### src/rtl/tdma_seq_pkg.sv
package tdma_seq_pkg;
  typedef enum logic [1:0] {
    KIND_IDLE = 2'd0,
    KIND_TX   = 2'd1,
    KIND_RX   = 2'd2
  } slotKind_e;

  // control -> datapath strobes
  typedef struct packed {
    logic restart;
    logic advance;
  } seqStrobe_t;
endpackage

### src/rtl/tdma_seq_datapath.sv
module tdma_seq_datapath
  import tdma_seq_pkg::*;
#(
  parameter int NUM_FRAMES = 32,
  parameter int NUM_SLOTS  = 32,
  parameter int CONT_SLOTS = 8,
  parameter int RATE_W     = 4,
  localparam int FRAME_W   = $clog2(NUM_FRAMES),
  localparam int SLOT_W    = $clog2(NUM_SLOTS)
) (
  input  logic                 clk,
  input  logic                 rstN,
  input  seqStrobe_t           strobe,
  input  logic [NUM_SLOTS-1:0] txMask,
  input  logic [NUM_SLOTS-1:0] rxMask,
  input  logic [RATE_W-1:0]    rateIdx,
  output logic [FRAME_W-1:0]   frameNum,
  output logic [SLOT_W-1:0]    slotNum,
  output slotKind_e            curKind,
  output logic                 nextActive,
  output logic                 contSlot
);
  localparam int CONT_FIRST = NUM_SLOTS - CONT_SLOTS;

  logic [FRAME_W-1:0] nextFrame;
  logic [SLOT_W-1:0]  nextSlot;
  logic               lastSlot;

  function automatic logic frameOn(input logic [FRAME_W-1:0] fr,
                                   input logic [RATE_W-1:0] r);
    int          shift;
    logic [31:0] low;
    if (r <= RATE_W'(1)) return 1'b1;
    shift = int'(r) - 1;
    if (shift >= FRAME_W) return fr == '0;
    low = (32'd1 << shift) - 32'd1;
    return (fr & low[FRAME_W-1:0]) == '0;
  endfunction

  function automatic logic isCont(input logic [SLOT_W-1:0] sl);
    return {1'b0, sl} >= (SLOT_W+1)'(CONT_FIRST);
  endfunction

  function automatic slotKind_e kindOf(input logic [FRAME_W-1:0] fr,
                                       input logic [SLOT_W-1:0] sl,
                                       input logic [NUM_SLOTS-1:0] tm,
                                       input logic [NUM_SLOTS-1:0] rm,
                                       input logic [RATE_W-1:0] r,
                                       input logic contOk);
    if (!frameOn(fr, r)) return KIND_IDLE;
    if (contOk && isCont(sl)) return (tm[sl] || rm[sl]) ? KIND_RX : KIND_IDLE;
    if (tm[sl]) return KIND_TX;
    if (rm[sl]) return KIND_RX;
    return KIND_IDLE;
  endfunction

  generate
    if (CONT_SLOTS > 0) begin : g_cont
      assign contSlot = isCont(slotNum);
      always_comb curKind = kindOf(frameNum, slotNum, txMask, rxMask, rateIdx, 1'b1);
      always_comb nextActive =
        kindOf(nextFrame, nextSlot, txMask, rxMask, rateIdx, 1'b1) != KIND_IDLE;
    end else begin : g_nocont
      assign contSlot = 1'b0;
      always_comb curKind = kindOf(frameNum, slotNum, txMask, rxMask, rateIdx, 1'b0);
      always_comb nextActive =
        kindOf(nextFrame, nextSlot, txMask, rxMask, rateIdx, 1'b0) != KIND_IDLE;
    end
  endgenerate

  always_comb begin
    lastSlot = slotNum == SLOT_W'(NUM_SLOTS - 1);
    nextSlot = lastSlot ? '0 : slotNum + 1'b1;
    if (!lastSlot) nextFrame = frameNum;
    else if (frameNum == FRAME_W'(NUM_FRAMES - 1)) nextFrame = '0;
    else nextFrame = frameNum + 1'b1;
  end

  always_ff @(posedge clk) begin
    if (!rstN) begin
      frameNum <= '0;
      slotNum  <= '0;
    end else if (strobe.restart) begin
      frameNum <= '0;
      slotNum  <= '0;
    end else if (strobe.advance) begin
      frameNum <= nextFrame;
      slotNum  <= nextSlot;
    end
  end

  AST_RESTART_ZERO: assert property (@(posedge clk) disable iff (!rstN)
    strobe.restart |=> (frameNum == '0 && slotNum == '0));
  AST_SLOT_STEP: assert property (@(posedge clk) disable iff (!rstN)
    (strobe.advance && !strobe.restart) |=> slotNum == SLOT_W'($past(slotNum) + 1'b1));
endmodule

### src/rtl/tdma_seq_control.sv
module tdma_seq_control
  import tdma_seq_pkg::*;
#(
  parameter int SLOT_TICKS       = 50,
  parameter int GUARD_TICKS      = 1,
  parameter int RX_TIMEOUT_TICKS = 3,
  parameter int MAX_PKT_TICKS    = 40,
  parameter int SPACING_TICKS    = 5,
  parameter int WAKE_TICKS       = 2,
  localparam int TICK_W          = $clog2(SLOT_TICKS + 1)
) (
  input  logic       clk,
  input  logic       rstN,
  input  logic       cycleStart,
  input  logic       preambleDet,
  input  slotKind_e  curKind,
  input  logic       nextActive,
  input  logic       contSlot,
  output seqStrobe_t strobe,
  output logic       rxEnable,
  output logic       txStart,
  output logic       sleep
);
  localparam int DATA_END  = SLOT_TICKS - SPACING_TICKS;
  localparam int TX_END    = GUARD_TICKS + MAX_PKT_TICKS;
  localparam int WAKE_FROM = SLOT_TICKS - WAKE_TICKS;

  logic [TICK_W-1:0] tickCnt;
  logic              running;
  logic              rxHeld;
  logic              lastTick;
  logic              txWindow;
  logic              wakeAhead;

  assign lastTick       = tickCnt == TICK_W'(SLOT_TICKS - 1);
  assign strobe.restart = cycleStart;
  assign strobe.advance = running && lastTick && !cycleStart;

  always_ff @(posedge clk) begin
    if (!rstN) begin
      running <= 1'b0;
      tickCnt <= '0;
      rxHeld  <= 1'b0;
    end else if (cycleStart) begin
      running <= 1'b1;
      tickCnt <= '0;
      rxHeld  <= 1'b0;
    end else if (running) begin
      if (lastTick) begin
        tickCnt <= '0;
        rxHeld  <= 1'b0;
      end else begin
        tickCnt <= tickCnt + 1'b1;
        if (rxEnable && preambleDet) rxHeld <= 1'b1;
      end
    end
  end

  always_comb begin
    rxEnable  = running && curKind == KIND_RX &&
                (tickCnt < TICK_W'(RX_TIMEOUT_TICKS) ||
                 (rxHeld && tickCnt < TICK_W'(DATA_END)));
    txStart   = running && curKind == KIND_TX && tickCnt == TICK_W'(GUARD_TICKS);
    txWindow  = running && curKind == KIND_TX && tickCnt < TICK_W'(TX_END);
    wakeAhead = running && nextActive && tickCnt >= TICK_W'(WAKE_FROM);
    sleep     = !(rxEnable || txWindow || wakeAhead);
  end

  AST_TX_ONE_CYCLE: assert property (@(posedge clk) disable iff (!rstN)
    txStart |=> !txStart);
  AST_TX_NOT_CONT: assert property (@(posedge clk) disable iff (!rstN)
    txStart |-> !contSlot);
  AST_TX_RX_EXCL: assert property (@(posedge clk) disable iff (!rstN)
    !(txStart && rxEnable));
  AST_RX_AWAKE: assert property (@(posedge clk) disable iff (!rstN)
    rxEnable |-> !sleep);
  AST_IDLE_ASLEEP: assert property (@(posedge clk) disable iff (!rstN)
    !running |-> (sleep && !rxEnable && !txStart));
endmodule

### src/rtl/tdma_slot_sequencer.sv
module tdma_slot_sequencer
  import tdma_seq_pkg::*;
#(
  parameter int NUM_FRAMES       = 32,
  parameter int NUM_SLOTS        = 32,
  parameter int CONT_SLOTS       = 8,
  parameter int SLOT_TICKS       = 50,
  parameter int GUARD_TICKS      = 1,
  parameter int RX_TIMEOUT_TICKS = 3,
  parameter int MAX_PKT_TICKS    = 40,
  parameter int SPACING_TICKS    = 5,
  parameter int WAKE_TICKS       = 2,
  localparam int FRAME_W         = $clog2(NUM_FRAMES),
  localparam int SLOT_W          = $clog2(NUM_SLOTS)
) (
  input  logic                 clk,
  input  logic                 rstN,
  input  logic                 cycleStart,
  input  logic [NUM_SLOTS-1:0] txMask,
  input  logic [NUM_SLOTS-1:0] rxMask,
  input  logic [3:0]           rateIdx,
  input  logic                 preambleDet,
  output logic                 rxEnable,
  output logic                 txStart,
  output logic                 sleep,
  output logic [FRAME_W-1:0]   frameNum,
  output logic [SLOT_W-1:0]    slotNum
);
  seqStrobe_t strobe;
  slotKind_e  curKind;
  logic       nextActive;
  logic       contSlot;

  tdma_seq_control #(
    .SLOT_TICKS(SLOT_TICKS), .GUARD_TICKS(GUARD_TICKS),
    .RX_TIMEOUT_TICKS(RX_TIMEOUT_TICKS), .MAX_PKT_TICKS(MAX_PKT_TICKS),
    .SPACING_TICKS(SPACING_TICKS), .WAKE_TICKS(WAKE_TICKS)
  ) ctrl_i (
    .clk(clk), .rstN(rstN), .cycleStart(cycleStart), .preambleDet(preambleDet),
    .curKind(curKind), .nextActive(nextActive), .contSlot(contSlot),
    .strobe(strobe), .rxEnable(rxEnable), .txStart(txStart), .sleep(sleep)
  );

  tdma_seq_datapath #(
    .NUM_FRAMES(NUM_FRAMES), .NUM_SLOTS(NUM_SLOTS),
    .CONT_SLOTS(CONT_SLOTS), .RATE_W(4)
  ) dp_i (
    .clk(clk), .rstN(rstN), .strobe(strobe), .txMask(txMask), .rxMask(rxMask),
    .rateIdx(rateIdx), .frameNum(frameNum), .slotNum(slotNum),
    .curKind(curKind), .nextActive(nextActive), .contSlot(contSlot)
  );
endmodule

### config.mk
export PLATFORM = sky130hd
export DESIGN_NAME = tdma_slot_sequencer
export DESIGN_NICKNAME = d
export VERILOG_FILES = /design/src/rtl/tdma_seq_pkg.sv /design/src/rtl/tdma_seq_datapath.sv /design/src/rtl/tdma_seq_control.sv /design/src/rtl/tdma_slot_sequencer.sv
export SDC_FILE = /design/constraint.sdc
export NUM_CORES = 1
export LEC_CHECK = 0
export CAP_MARGIN = 25
export CORE_ASPECT_RATIO = 0.75
export CORE_MARGIN = 1.5
export CORE_UTILIZATION = 47
export DETAILED_ROUTE_END_ITERATION = 10
export PLACE_DENSITY = 0.82
export SLEW_MARGIN = 20
export SYNTH_ARGS = -nofsm -noshare
export SYNTH_HDL_FRONTEND = slang
export SYNTH_SLANG_ARGS = --single-unit
### constraint.sdc
create_clock -name clk -period 5.2 [get_ports clk]
set_input_delay 1.56 -clock clk [delete_from_list [all_inputs] [get_ports clk]]
set_output_delay 1.56 -clock clk [all_outputs]
set_load 0.03 [all_outputs]
======== Word level (Yosys, flattened, before mapping) ========
Index checks and enable logic that the tools add are counted.
cells by class
  magnitude comparators ................... 10
  reduce and logical (&&, ||, !) cells .... 26
  muxes and demuxes ....................... 60
  bitwise gates (word level) .............. 3
  $add $sub $neg .......................... 5
  equal/unequal tests ..................... 6
  shift-type cells ........................ 1
operators by type and width
  operator                count
  $mux W2                 18
  $mux W1                 34
  $ge A32 B4 Y1 const B   1
  $shl A1 B32 Y5 const A  1
  $bmux W1 S5             4
  $logic_not A5 Y1        4
  $mux W5                 3
  $lt A5 B6 Y1 const B    2
  $lt A6 B6 Y1 const B    2
  $logic_and A1 B1 Y1     11
  $add A5 B1 Y5 const B   2
  $and A5 B5 Y5           2
  $eq A5 B5 Y1 const B    2
  $ge A5 B5 Y1 const B    2
  $add A6 B1 Y6 const B   1
  $eq A6 B1 Y1 const B    1
  $eq A6 B6 Y1 const B    1
  $ge A6 B6 Y1 const B    1
  $lt A6 B2 Y1 const B    1
  $mux W6                 1
  $logic_or A1 B1 Y1      5
  $sub A4 B1 Y5 const B   1
  $sub A5 B1 Y5 const B   1
  $le A4 B1 Y1 const B    1
  other kinds (7)         9
storage, ports and cells
  bits of input ports ..................... 72
  output and inout port bits .............. 13
  logic and storage cells ................. 116
  flip-flop bits (word level) ............. 18

======== Logic depth before layout (Yosys ltp) ========
  word-level depth ........................ 23
  gate-level depth with buffers ........... 13
  gate-level depth less buffers ........... 12

======== Hierarchy ========
Synthesis repeated with hierarchy kept, for this count alone.
second synthesis, totals
  cells, all modules ...................... 288
  area total of the unflattened synthesis .. 2,381.0 um^2
by module, submodules not included
  module             cells each  instances  area an instance (um^2)
  tdma_seq_datapath  229         1          1,869.3
  tdma_seq_control   59          1          511.7

======== Worst setup path before layout ========
No wires, ideal clock.
  path type ............................... input -> output
  from .................................... input rateIdx[0]
  to ...................................... output txStart
  data required time ...................... 3,640 ps
  stages .................................. 9
  arrival time ............................ 4,028 ps
  buffers on the path ..................... 0
  setup slack ............................. -388 ps
  path through ............................ inv_1 ha_1 o41ai_2 nand2_1 ha_1 xor2_1 a2111oi_4 o211ai_2 nor3_1
on the way
  longest elaborated chain between the ends .. 11
ends and longest elaborated chain
  item                                                   line                       source
  start: declaration                                     tdma_slot_sequencer.sv:21  input logic [3:0] rateIdx,
  branches (longest 6 deep; another with $ge A32 B4 Y1)  -
  $mux W1 *                                              tdma_seq_datapath.sv:34    shift = int'(r) - 1;
  $mux W2 *                                              tdma_seq_datapath.sv:51    if (contOk && isCont(sl)) return (tm[sl] || rm[sl]) ? KIND_RX : KIND_IDLE;
  $eq A2 B1 Y1 *                                         tdma_seq_control.sv:63     txStart = running && curKind == KIND_TX && tickCnt == TICK_W'(GUARD_TICKS);
  $logic_and A1 B1 Y1 * (2 in series)                    tdma_seq_control.sv:63
  end: declaration                                       tdma_slot_sequencer.sv:24  output logic txStart,
Every way passes the cells marked *. The select of a mux whose other input is x is not followed.

======== Final worst setup path ========
  from .................................... input rateIdx[0]
  to ...................................... output sleep
on the way
  longest elaborated chain between the ends .. 14
ends and longest elaborated chain
  item                                                    line                       source
  branches (longest 12 deep; another with $ge A32 B4 Y1)  -
  $logic_or A1 B1 Y1 *                                    tdma_seq_control.sv:66     sleep = !(rxEnable || txWindow || wakeAhead);
  $logic_not A1 Y1 *                                      tdma_seq_control.sv:66
  end: declaration                                        tdma_slot_sequencer.sv:25  output logic sleep,
Marked as above.

==> summary.log <==
INFO  placement      place_hpwl=6400um
INFO  drt            drtIter0Drc=225
INFO  drt            drt.antenna.violating_nets=0
INFO  pwr            leakagePower=1.41nW
INFO  job            timing.max_cap.violations=0
INFO  clock_network  cts.sinks=18
INFO  global_route   global_route.overflow_total=0
INFO  floorplan      placement_rows=22
INFO  drt            wl_per_cell=16.7um
INFO  timing         layout_min_cycle_time=5380ps
INFO  timing         actual_transition_at_the_worst_max_transition_pin=517ps
INFO  logic_synthesis syn_inst_count=311
INFO  floorplan      dieWidth=87.0um
INFO  pwr            ir_drop=109uV
INFO  global_route   grt_antenna_before_repair=0
INFO  layout         num-fill-cells=372
INFO  layout         final_net_count=515
INFO  setup_path     kind_of_end_point_of_the_critical_path=primary output
INFO  clock_network  clock_tree_from_tritoncts=done
INFO  clock_network  cts-root-buf=sky130_fd_sc_hd__clkbuf_8
INFO  layout         drive_gt1_share=23.5%
INFO  global_route   first_global_vias=2,847
INFO  run_status     failed_checks=setup timing
INFO  timing         worst_clock_skew=8.77ps
INFO  setup_path     critical_path_arrival=3820ps
INFO  clock_network  cts_max_level=1
INFO  drt            drt_first_pass_iters=5
INFO  setup_path     path_max_fanout=4
INFO  timing         fin_crit_sh=103%
INFO  logic_synthesis yosysWarningCount=0
INFO  layout         final_common_cell=sky130_fd_sc_hd__clkdlybuf4s50_1
INFO  run_status     result_of_the_run=finished with violations
INFO  placement      gp_routability_congestion=0.905
INFO  timing         finalSetupViolCount=3
INFO  timing         timing.fmax=186MHz
INFO  placement      io_buffers=84
INFO  logic_synthesis synth_sequential_area_ratio=14.5%
INFO  drt            vias_per_cell=5.95
INFO  global_route   groute.usage.overall=29.7%
INFO  logic_synthesis synth_enable_flop_cells=0
INFO  timing         worst_hold_slack=452ps
INFO  drt            route.detailed.drc=0
INFO  timing         hold_viol=0
INFO  clock_network  clock_tree.buffer_depth=2
INFO  setup_path     crit_required=3640ps
INFO  global_route   grt_max_degree=31
INFO  logic_synthesis async_flop_share=0%
INFO  logic_synthesis synth-main-ff-cell=sky130_fd_sc_hd__dfxtp_1
INFO  timing         timing.slew.headroom=65.5%
INFO  logic_synthesis ys_seq_elements=18
INFO  layout         finalNonFillerCells=497
INFO  floorplan      die_y=66.0um
INFO  layout         antennaDiodeCount=0
INFO  setup_path     r2r_start=dp_i.slotNum[0]
INFO  clock_network  postCtsHoldBufs=0
INFO  setup_path     start_kind=input port
INFO  clock_network  cts_made_buffers=3
INFO  setup_path     setup.worst_path.class=in2out
INFO  timing         rsz0062_at_grt=true
INFO  min_path       hold_start=ctrl_i.rxHeld
INFO  drt            routed_wirelength=8310um
INFO  clock_network  clk_latency=260ps
INFO  layout         most-common-layout-cells=sky130_fd_sc_hd__clkdlybuf4s50_1, sky130_fd_sc_hd__nor2_1, sky130_fd_sc_hd__buf_4
INFO  drt            via_count=2,958
INFO  timing         timing_max_transition_violations_final=0
INFO  logic_synthesis synth.distinct_cells=59
INFO  min_path       hold_path_class=reg2reg
INFO  setup_path     critical_path.startpoint=rateIdx[0]
INFO  global_route   wire_length_of_the_first_global_routing_pass=13,500um
INFO  logic_synthesis synthesis.nets=399
INFO  floorplan      core=0.00498mm^2
INFO  layout         synthToLayoutAreaGrowth=54.7%
INFO  pwr            power_density=108mW/mm^2
INFO  clock_network  worst_setup_hold_path_clk_slew=70ps
INFO  logic_synthesis synth_area_per_cell=7.99um^2
INFO  timing         finalWorstSetupSlack=-179ps
INFO  placement      dpl.cell_count=486
INFO  floorplan      design.die.area=0.00574mm^2
INFO  logic_synthesis netlist_area_pre_place=0.00248mm^2
INFO  floorplan      io-pin-count=85
INFO  floorplan      initial_utilization=49.9%
## critical path, stage by stage
cell,delay (ps)
sky130_fd_sc_hd__buf_8,90
sky130_fd_sc_hd__inv_6,40
sky130_fd_sc_hd__ha_4,170
sky130_fd_sc_hd__o41ai_4,460
sky130_fd_sc_hd__nand2_2,140
sky130_fd_sc_hd__ha_4,220
sky130_fd_sc_hd__o221a_4,120
sky130_fd_sc_hd__o311a_1,120
sky130_fd_sc_hd__nor3_1,190
sky130_fd_sc_hd__nor2_1,110
sky130_fd_sc_hd__o31ai_2,320
sky130_fd_sc_hd__a21oi_2,100
sky130_fd_sc_hd__buf_2,190
## path summary, 6_finish.rpt
path	endpoint	slack (ps)	depth (start not counted)
worst max-delay path	sleep	-180	13
worst min-delay path	ctrl_i.rxHeld	450	2
worst max register to register	ctrl_i.rxHeld	2420	8
worst min register to register	ctrl_i.rxHeld	450	2
## cells in the mapped netlist (2+ instances only)
library cell                instances  share of area [%]
sky130_fd_sc_hd__mux4_2            17                 15
sky130_fd_sc_hd__nand3_1            7                1.4
sky130_fd_sc_hd__nor2b_1            3               0.76
sky130_fd_sc_hd__xnor2_1            3                1.1
sky130_fd_sc_hd__o22ai_1            2               0.50
sky130_fd_sc_hd__buf_2              6                1.2
sky130_fd_sc_hd__xor2_1             6                2.1
sky130_fd_sc_hd__clkbuf_1           7                1.1
sky130_fd_sc_hd__a2bb2oi_1          3                1.1
sky130_fd_sc_hd__buf_4              2               0.60
sky130_fd_sc_hd__mux2_2             3                1.4
sky130_fd_sc_hd__ha_1              16                8.1
sky130_fd_sc_hd__a21oi_1           26                5.2
sky130_fd_sc_hd__o211ai_2           2                1.0
sky130_fd_sc_hd__nand3b_1           3               0.91
sky130_fd_sc_hd__nor4_1             9                2.3
sky130_fd_sc_hd__a22o_1             2               0.71
sky130_fd_sc_hd__o221ai_1           2               0.71
sky130_fd_sc_hd__a211oi_1           2               0.60
sky130_fd_sc_hd__nand2_1           22                3.3
sky130_fd_sc_hd__a21o_1             2               0.60
sky130_fd_sc_hd__a22oi_1            2               0.60
sky130_fd_sc_hd__nand4_1            4                1.0
sky130_fd_sc_hd__nor2_2             2               0.50
sky130_fd_sc_hd__inv_2              2               0.30
sky130_fd_sc_hd__or2b_1             3               0.91
sky130_fd_sc_hd__mux2i_1           14                5.6
sky130_fd_sc_hd__nor2_1            47                7.1
sky130_fd_sc_hd__nor3_1            11                2.2
sky130_fd_sc_hd__dfxtp_1           18                 15
sky130_fd_sc_hd__nand2b_1           6                1.5
sky130_fd_sc_hd__inv_1             13                2.0
sky130_fd_sc_hd__a2111oi_0          2               0.71
sky130_fd_sc_hd__o21ai_0           11                2.2
sky130_fd_sc_hd__or3_1              2               0.50
sky130_fd_sc_hd__and3_1             5                1.3
sky130_fd_sc_hd__o21a_1             2               0.60
## power by group
group          internal (mW)  leakage (nW)  switching [mW]
combinational          0.105          1.25          0.0680
sequential             0.139         0.145         0.00216
clock                 0.0516        0.0216          0.0497
## state kept, by name, summed over array words and instances, names as in the netlist
signal and count:
dp_i.frameNum 5, ctrl_i.rxHeld 1, ctrl_i.running 1, ctrl_i.tickCnt 6, dp_i.slotNum 5
## timing repair
action	CTS	global route
gates resized for setup	44	3
endpoints found under the setup margin	3	3
pin swaps	5	0
setup buffers	7	1
## stage by stage
stage	util, %	setup TNS, ps	setup slack [ps]	power (mW)	area, um^2
finish	77.2	-444	-179	0.415	3840
global route	77.2	-756	-260	0.433	3840
CTS	76.9	-114	-52.2	0.409	3830
detailed placement	72.9	-2600	-1110	0.298	3630
global placement	72.9	-2280	-998	0.295	3630
floorplan	-	-23.0	-21.8	0.204	2520
## cell type report
| class | instances | area (um^2) | area share [%] |
|---|---|---|---|
| repair buffers | 127 | 1180 | 30.6 |
| multi-input cells | 262 | 2110 | 55.0 |
| clock buffers | 3 | 41.3 | 1.07 |
| inverters | 15 | 63.8 | 1.66 |
| well taps | 72 | 90.1 | 2.34 |
| flip-flops and latches | 18 | 360 | 9.37 |
## routing by layer
layer	wire [um]	track usage, %	up-vias
met5	0	0	-
met2	3890	47.0	172
met3	625	4.24	22
met4	149	7.66	0
li1	-	-	1390
met1	3650	42.5	1374
## cell families (layout without fill, tap and decap cells)
| group | after synthesis | in the layout | synth area share (%) |
|---|---|---|---|
| simple gates | 131 | 131 | 25.9 |
| xor+xnor | 9 | 9 | 3.17 |
| compound gates | 72 | 72 | 20.7 |
| buf+inv | 31 | 145 | 5.29 |
| mux | 34 | 34 | 22.4 |
| fa+ha+maj | 16 | 16 | 8.06 |
| flops | 18 | 18 | 14.5 |
No activity file was read; power rests on OpenSTA's default activity.
